--- config.mk ---
export PLATFORM = sky130hd
export DESIGN_NAME = port_change_irq
export DESIGN_NICKNAME = d
export VERILOG_FILES = /design/src/rtl/pcig_pkg.sv /design/src/rtl/pcig_sync.sv /design/src/rtl/pcig_clear_ctl.sv /design/src/rtl/pcig_change_det.sv /design/src/rtl/port_change_irq.sv
export SDC_FILE = /design/constraint.sdc
export NUM_CORES = 1
export LEC_CHECK = 0
export BUFFER_PORTS_ARGS = -buffer_cell sky130_fd_sc_hd__buf_4
export CAP_MARGIN = 20
export CORE_MARGIN = 5
export CORE_UTILIZATION = 25
export CTS_CLUSTER_SIZE = 20
export DETAILED_ROUTE_END_ITERATION = 8
export GPL_ROUTABILITY_DRIVEN = 0
export SYNTH_ARGS = -nofsm -noshare
export SYNTH_HDL_FRONTEND = slang
export SYNTH_SLANG_ARGS = --single-unit
export TNS_END_PERCENT = 5
--- constraint.sdc ---
create_clock -name clk -period 3.4 [get_ports clk]
set_clock_uncertainty 0.05 [all_clocks]
set_input_delay 0.68 -clock clk [delete_from_list [all_inputs] [get_ports clk]]
set_output_delay 0.68 -clock clk [all_outputs]
set_load 0.05 [all_outputs]
--- src/rtl/pcig_pkg.sv ---
package pcig_pkg;

    // Qualifiers delivered by the local serial bus slave.
    typedef struct packed {
        logic selected;
        logic read;
        logic ack_slot;
        logic rise;
        logic fall;
    } bus_evt_t;

    typedef enum logic [1:0] {
        CLR_NONE  = 2'd0,
        CLR_READ  = 2'd1,
        CLR_WRITE = 2'd2
    } clear_src_e;

    // A read clears on the rising clock edge of its acknowledge bit;
    // a write clears on the falling one.
    function automatic clear_src_e clear_source(bus_evt_t ev);
        clear_src_e src;
        src = CLR_NONE;
        if (ev.selected && ev.ack_slot) begin
            if (ev.read && ev.rise) begin
                src = CLR_READ;
            end else if (!ev.read && ev.fall) begin
                src = CLR_WRITE;
            end
        end
        return src;
    endfunction

endpackage

--- src/rtl/pcig_sync.sv ---
module pcig_sync #(
    parameter int WIDTH  = 16,
    parameter int STAGES = 2
) (
    input  logic             clk,
    input  logic [WIDTH-1:0] din,
    output logic [WIDTH-1:0] dout
);
    localparam int LAST = STAGES - 1;

    logic [WIDTH-1:0] stg [STAGES];

    // No reset: the chain keeps sampling during reset so that the
    // snapshot can be loaded from a settled value.
    always_ff @(posedge clk) begin
        stg[0] <= din;
    end

    for (genvar i = 1; i < STAGES; i++) begin : g_stage
        always_ff @(posedge clk) begin
            stg[i] <= stg[i-1];
        end
    end

    assign dout = stg[LAST];
endmodule

--- src/rtl/pcig_clear_ctl.sv ---
module pcig_clear_ctl
    import pcig_pkg::*;
(
    input  bus_evt_t   evt,
    output clear_src_e src,
    output logic       clr
);
    always_comb begin
        src = clear_source(evt);
        clr = (src != CLR_NONE);
    end
endmodule

--- src/rtl/pcig_change_det.sv ---
module pcig_change_det #(
    parameter int WIDTH = 16
) (
    input  logic             clk,
    input  logic             rst,
    input  logic [WIDTH-1:0] sync_val,
    input  logic             clr,
    output logic             irq
);
    logic [WIDTH-1:0] snap;
    logic [WIDTH-1:0] diff;

    assign diff = sync_val ^ snap;

    always_ff @(posedge clk) begin
        if (rst || clr) begin
            snap <= sync_val;
            irq  <= 1'b0;
        end else begin
            irq  <= |diff;
        end
    end
endmodule

--- src/rtl/port_change_irq.sv ---
module port_change_irq
    import pcig_pkg::*;
#(
    parameter int WIDTH       = 16,
    parameter int SYNC_STAGES = 2
) (
    input  logic             clk,
    input  logic             rst,
    input  logic [WIDTH-1:0] port_pins,
    input  logic             slv_selected,
    input  logic             slv_read,
    input  logic             slv_ack_slot,
    input  logic             scl_rise_evt,
    input  logic             scl_fall_evt,
    output logic             irq_pull_low
);
    logic [WIDTH-1:0] sync_val;
    bus_evt_t         evt;
    clear_src_e       clr_src;
    logic             clr;

    assign evt = '{selected: slv_selected, read: slv_read,
                   ack_slot: slv_ack_slot, rise: scl_rise_evt,
                   fall: scl_fall_evt};

    pcig_sync #(.WIDTH(WIDTH), .STAGES(SYNC_STAGES)) u_sync (
        .clk  (clk),
        .din  (port_pins),
        .dout (sync_val)
    );

    pcig_clear_ctl u_clr (
        .evt (evt),
        .src (clr_src),
        .clr (clr)
    );

    pcig_change_det #(.WIDTH(WIDTH)) u_det (
        .clk      (clk),
        .rst      (rst),
        .sync_val (sync_val),
        .clr      (clr),
        .irq      (irq_pull_low)
    );
endmodule

==> results_dict.tcl, run 1 <==
set metrics [dict create \
    ctsResizeCount 0 \
    synthDistinctLibCells 8 \
    first_pass_iters 2 \
    antenna_found_initial 0 \
    critPathKind "primary input to flip-flop" \
    multi_input_area_sq_um 199 \
    grt_pass1_vias 690 \
    syn_avg_cell_area_sq_um 18.4 \
    cts-buffers-inserted 5 \
    ir_drop_mv 0.257 \
    netlist_instances 73 \
    yosys-top-cells-area "dfxtp_1 49%, edfxtp_1 36%, xnor2_1 10%" \
    grt_util_all_layers_pct 5.65 \
    hold_class "flip-flop to flip-flop" \
    wl_per_cell_um 10.1 \
    ys_ff_latch 49 \
    tightestPinTransition_ps 724 \
    final_cell_mix "33 x dfxtp_1, 23 x buf_4, 16 x xnor2_1, 16 x edfxtp_1, 6 x clkbuf_8" \
    cap_violations 0 \
    synth_top_cell_area_share_pct 49.3 \
    start_util_pct 25.9 \
    hold_slack_ps 279 \
    hold_viol_final 0 \
    grt_pass1_wl_um 3020 \
    die_w_um 83.2 \
    fillers 506 \
    period_share_pct 50.7 \
    rows 26 \
    numPortBuffers 23 \
    vias 599 \
    setup_violations 0 \
    clkTransAtPathRegs_ps 70 \
    seqCellArea_sq_um 1140 \
    period_minus_slack_ps 1720 \
    pwr_density_cell_nw_per_um2 612 \
    antenna_cells 0 \
    first_iter_violations 23 \
    vias_per_cell 3.44 \
    p_leak_nw 0.640 \
    ctsRootBufferMaster "clkbuf_8" \
    synthesis.nets 96 \
    cts.sinks 49 \
    io_pins 24 \
    areaGrowthSynthToFinish_pct 26.1 \
    relSlewSlack_pct 51.7 \
    seq_area_frac_synth_pct 85.2 \
    drive_gt1_share_pct 28.8 \
    postCtsSetupBuffers 0 \
    cp_data_required_time_ps 3270 \
    clockBufferDepth 2 \
    grt-ovfl-total 0 \
    die_h_um 83.2 \
    ctsHoldBuffers 0 \
    slew_violations 0 \
    path_max_fanout 17 \
    grt_max_degree 18 \
    cts_tree "built" \
    htree_levels 2 \
    ant_nets 0 \
    synth_largest_area_cell "dfxtp_1" \
    core_region_area_sq_um 5170 \
    fmax_mhz 580 \
    drt_wl_total_um 1770 \
    cp.arrival_ps 1590 \
    netlist_area_sq_um 1340 \
    start_kind "primary input" \
    insertion_delay_ps 290 \
    dieArea_sq_um 6920 \
    ys_warn_count 0 \
    final_common_cell "dfxtp_1" \
    final.setup.tns_ps 0 \
    nets 126 \
    outcome "completed" \
    cp-end-kind "flip-flop" \
    rsz0062_at_grt "false" \
    drc 0 \
]
-- critical path, stage by stage --
cell and delay (ps):
buf_4 110, mux2_4 180, a31o_1 610
-- layout make-up --
type / count / share of cell area [%]
sequential: 49 / 67.5
clock buffer: 8 / 5.33
multi-input combinational: 24 / 11.8
tap: 70 / 5.18
timing repair buffer: 23 / 10.2
-- cell usage after synthesis --
| master | count |
|---|---|
| nand4_1 | 4 |
| nor4_1 | 1 |
| mux2_4 | 1 |
| edfxtp_1 | 16 |
| xnor2_1 | 16 |
| a31o_1 | 1 |
| nor2_1 | 1 |
| dfxtp_1 | 33 |
-- kinds of logic after synthesis --
family,Yosys count,synth area share [%]
simple gates,6,2.61
flops,49,85.2
xor+xnor,16,10.5
mux,1,1.12
compound gates,1,0.654
-- sequential cells by signal, summed over array words and instances, names as in the netlist --
name	count
u_sync.stg	32
u_det.snap	16
u_det.irq	1
-- worst paths after layout --
check	start	end	slack (ps)	depth (start not counted)
max reg2reg	u_det.snap[8]$_DFFE_PP_	u_det.irq$_SDFF_PP0_	2190	4
min reg2reg	u_sync.stg[0][0]$_DFF_P_	u_sync.stg[0][16]$_DFF_P_	280	0
max	slv_read	u_det.snap[0]$_DFFE_PP_	1680	3
min	u_sync.stg[0][0]$_DFF_P_	u_sync.stg[0][16]$_DFF_P_	280	0
-- power breakdown --
group / leakage, nW / internal, W / switching (W)
Sequential: 0.437 / 0.000641 / 0.0000154
Clock: 0.0455 / 0.000166 / 0.000161
Combinational: 0.158 / 0.0000337 / 0.0000183
Total: 0.640 / 0.000840 / 0.000195
-- metal layers --
layer | track usage, % | vias to the layer above | part of all wire, %
met1 | 5.59 | 263 | 41
met4 | 3.12 | 0 | 2.6
met3 | 3.76 | 5 | 8.7
li1 | - | 308 | -
met2 | 8.89 | 23 | 48
met5 | 0 | - | 0
-- through the flow --
| stage | total power (W) | instance area [sq um] | util [%] | setup WS [ps] | cells |
|---|---|---|---|---|---|
| finish | 0.00104 | 1690 | 32.7 | 1680 | 174 |
| CTS | 0.00105 | 1690 | 32.7 | 1670 | 174 |
| global route | 0.00109 | 1690 | 32.7 | 1640 | 174 |
| floorplan | 0.000694 | 1340 | - | 1640 | 73 |
| global placement | 0.000719 | 1600 | 30.9 | 1410 | 166 |
| detailed placement | 0.000724 | 1600 | 30.9 | 1350 | 166 |
Power figures use the tool's default switching activity.
==> inputs of run 2 (changes only) <==
==> constraint.sdc (replaced) <==
create_clock -name clk -period 1.47 [get_ports clk]
set_clock_uncertainty 0.05 [all_clocks]
set_input_delay 0.294 -clock clk [delete_from_list [all_inputs] [get_ports clk]]
set_output_delay 0.294 -clock clk [all_outputs]
set_load 0.05 [all_outputs]
==> run 2 against run 1 <==
Against the previous run:
- register-to-register slack worse by 1900 ps
- via count up 2.7%
- sequential share of layout area down 1.6 points
- clock-buffer cell count unchanged
- non-clock buffer count up 1
- worst hold slack worse by 220 ps
- critical path depth up 1
- die area unchanged
==> results_dict.tcl, run 2 (synthesis results as in run 1) <==
set metrics [dict create \
    drive_gt1_share_pct 30.5 \
    cts-buffers-inserted 5 \
    insertion_delay_ps 280 \
    clockBufferDepth 2 \
    areaGrowthSynthToFinish_pct 29.2 \
    rsz0062_at_grt "false" \
    io_pins 24 \
    path_max_fanout 1 \
    period_minus_slack_ps 1180 \
    ant_nets 0 \
    largest_register_ffs 32 \
    htree_levels 2 \
    largest-register "u_sync.stg" \
    grt_util_all_layers_pct 5.60 \
    nets 127 \
    grt_max_degree 18 \
    start_util_pct 25.9 \
    die_w_um 83.2 \
    hold_viol_final 0 \
    slew_violations 0 \
    hold_class "primary input to flip-flop" \
    postCtsSetupBuffers 0 \
    period_share_pct 80.4 \
    grt_pass1_vias 657 \
    setup_violations 0 \
    cp_data_required_time_ps 1600 \
    numPortBuffers 23 \
    fillers 496 \
    rows 26 \
    cts.sinks 49 \
    multi_input_area_sq_um 199 \
    start_kind "flip-flop" \
    grt-ovfl-total 0 \
    relSlewSlack_pct 85.5 \
    vias 615 \
    antenna_found_initial 0 \
    cp-end-kind "flip-flop" \
    dieArea_sq_um 6920 \
    cap_violations 0 \
    final_common_cell "dfxtp_1" \
    fmax_mhz 846 \
    vias_per_cell 3.51 \
    die_h_um 83.2 \
    clkTransAtPathRegs_ps 80 \
    pwr_density_cell_nw_per_um2 1450 \
    wl_per_cell_um 9.90 \
    drt_wl_total_um 1730 \
    final.setup.tns_ps 0 \
    ir_drop_mv 0.707 \
    fin_util_pct 33.5 \
    ctsResizeCount 0 \
    seqCellArea_sq_um 1140 \
    postPlaceCellArea_sq_um 1620 \
    grt_pass1_wl_um 2990 \
    cp.arrival_ps 1310 \
    top_regs "u_sync.stg: 32 flops, u_det.snap: 16 flops, u_det.irq: 1 flops" \
    p_leak_nw 0.661 \
    antenna_cells 0 \
    ctsHoldBuffers 0 \
    first_pass_iters 4 \
    outcome "completed" \
    tightestPinTransition_ps 216 \
    power_w 0.00251 \
    ctsRootBufferMaster "clkbuf_8" \
    final_area_sq_um 1730 \
    cts_tree "built" \
    critPathKind "flip-flop to flip-flop" \
    final_cell_mix "33 x dfxtp_1, 23 x buf_4, 16 x xnor2_1, 16 x edfxtp_1, 6 x clkbuf_8" \
    first_iter_violations 29 \
    drc 0 \
    core_region_area_sq_um 5170 \
]
-- run 2: cell count changes in the layout (fill, tap and decap cells not counted), sizes merged --
cell  delta
buf      +1
-- run 2: final timing paths --
kind | startpoint | endpoint | slack, ps | cells past startpoint
setup / recovery | u_det.snap[10]$_DFFE_PP_ | u_det.irq$_SDFF_PP0_ | 290 | 4
hold / removal | port_pins[14] | u_sync.stg[0][14]$_DFF_P_ | 60 | 1
setup reg to reg | u_det.snap[10]$_DFFE_PP_ | u_det.irq$_SDFF_PP0_ | 290 | 4
hold reg to reg | u_sync.stg[0][14]$_DFF_P_ | u_sync.stg[0][30]$_DFF_P_ | 280 | 0
-- run 2: power breakdown --
part	switching, W	internal [W]	total, W
Combinational	0.0000434	0.0000850	0.000128
Clock	0.000376	0.000485	0.000861
Sequential	0.0000356	0.00148	0.00152
Total	0.000455	0.00205	0.00251
-- run 2: area by class of cell --
type                            count  area share, %
Multi-Input combinational cell     24           11.5
Tap cell                           70           5.06
Clock buffer                        8           6.43
Timing Repair Buffer               24           11.1
Sequential cell                    49           65.9
-- run 2: critical path, stage by stage (launching register included) --
cell      delay (ps)
edfxtp_1         400
xnor2_1          190
nand4_1          110
nor4_1           270
nor2_1            60
-- run 2: routing by layer --
layer	vias to the layer above	wire length [um]	part of all wire (%)	GRT usage, %
met5	-	0	0	0
met4	0	36	2.1	4.01
met3	4	144	8.3	3.17
met2	20	808	47	7.94
met1	282	744	43	6.24
li1	309	-	-	-
-- run 2: metrics by stage --
step	cells	setup WS, ps	hold WS (ps)
2_1_floorplan	73	98.6	260
3_3_place_gp	167	76.4	263
3_5_place_dp	167	68.5	262
4_1_cts	175	262	40.0
5_1_grt	175	230	34.7
6_report	175	288	55.4
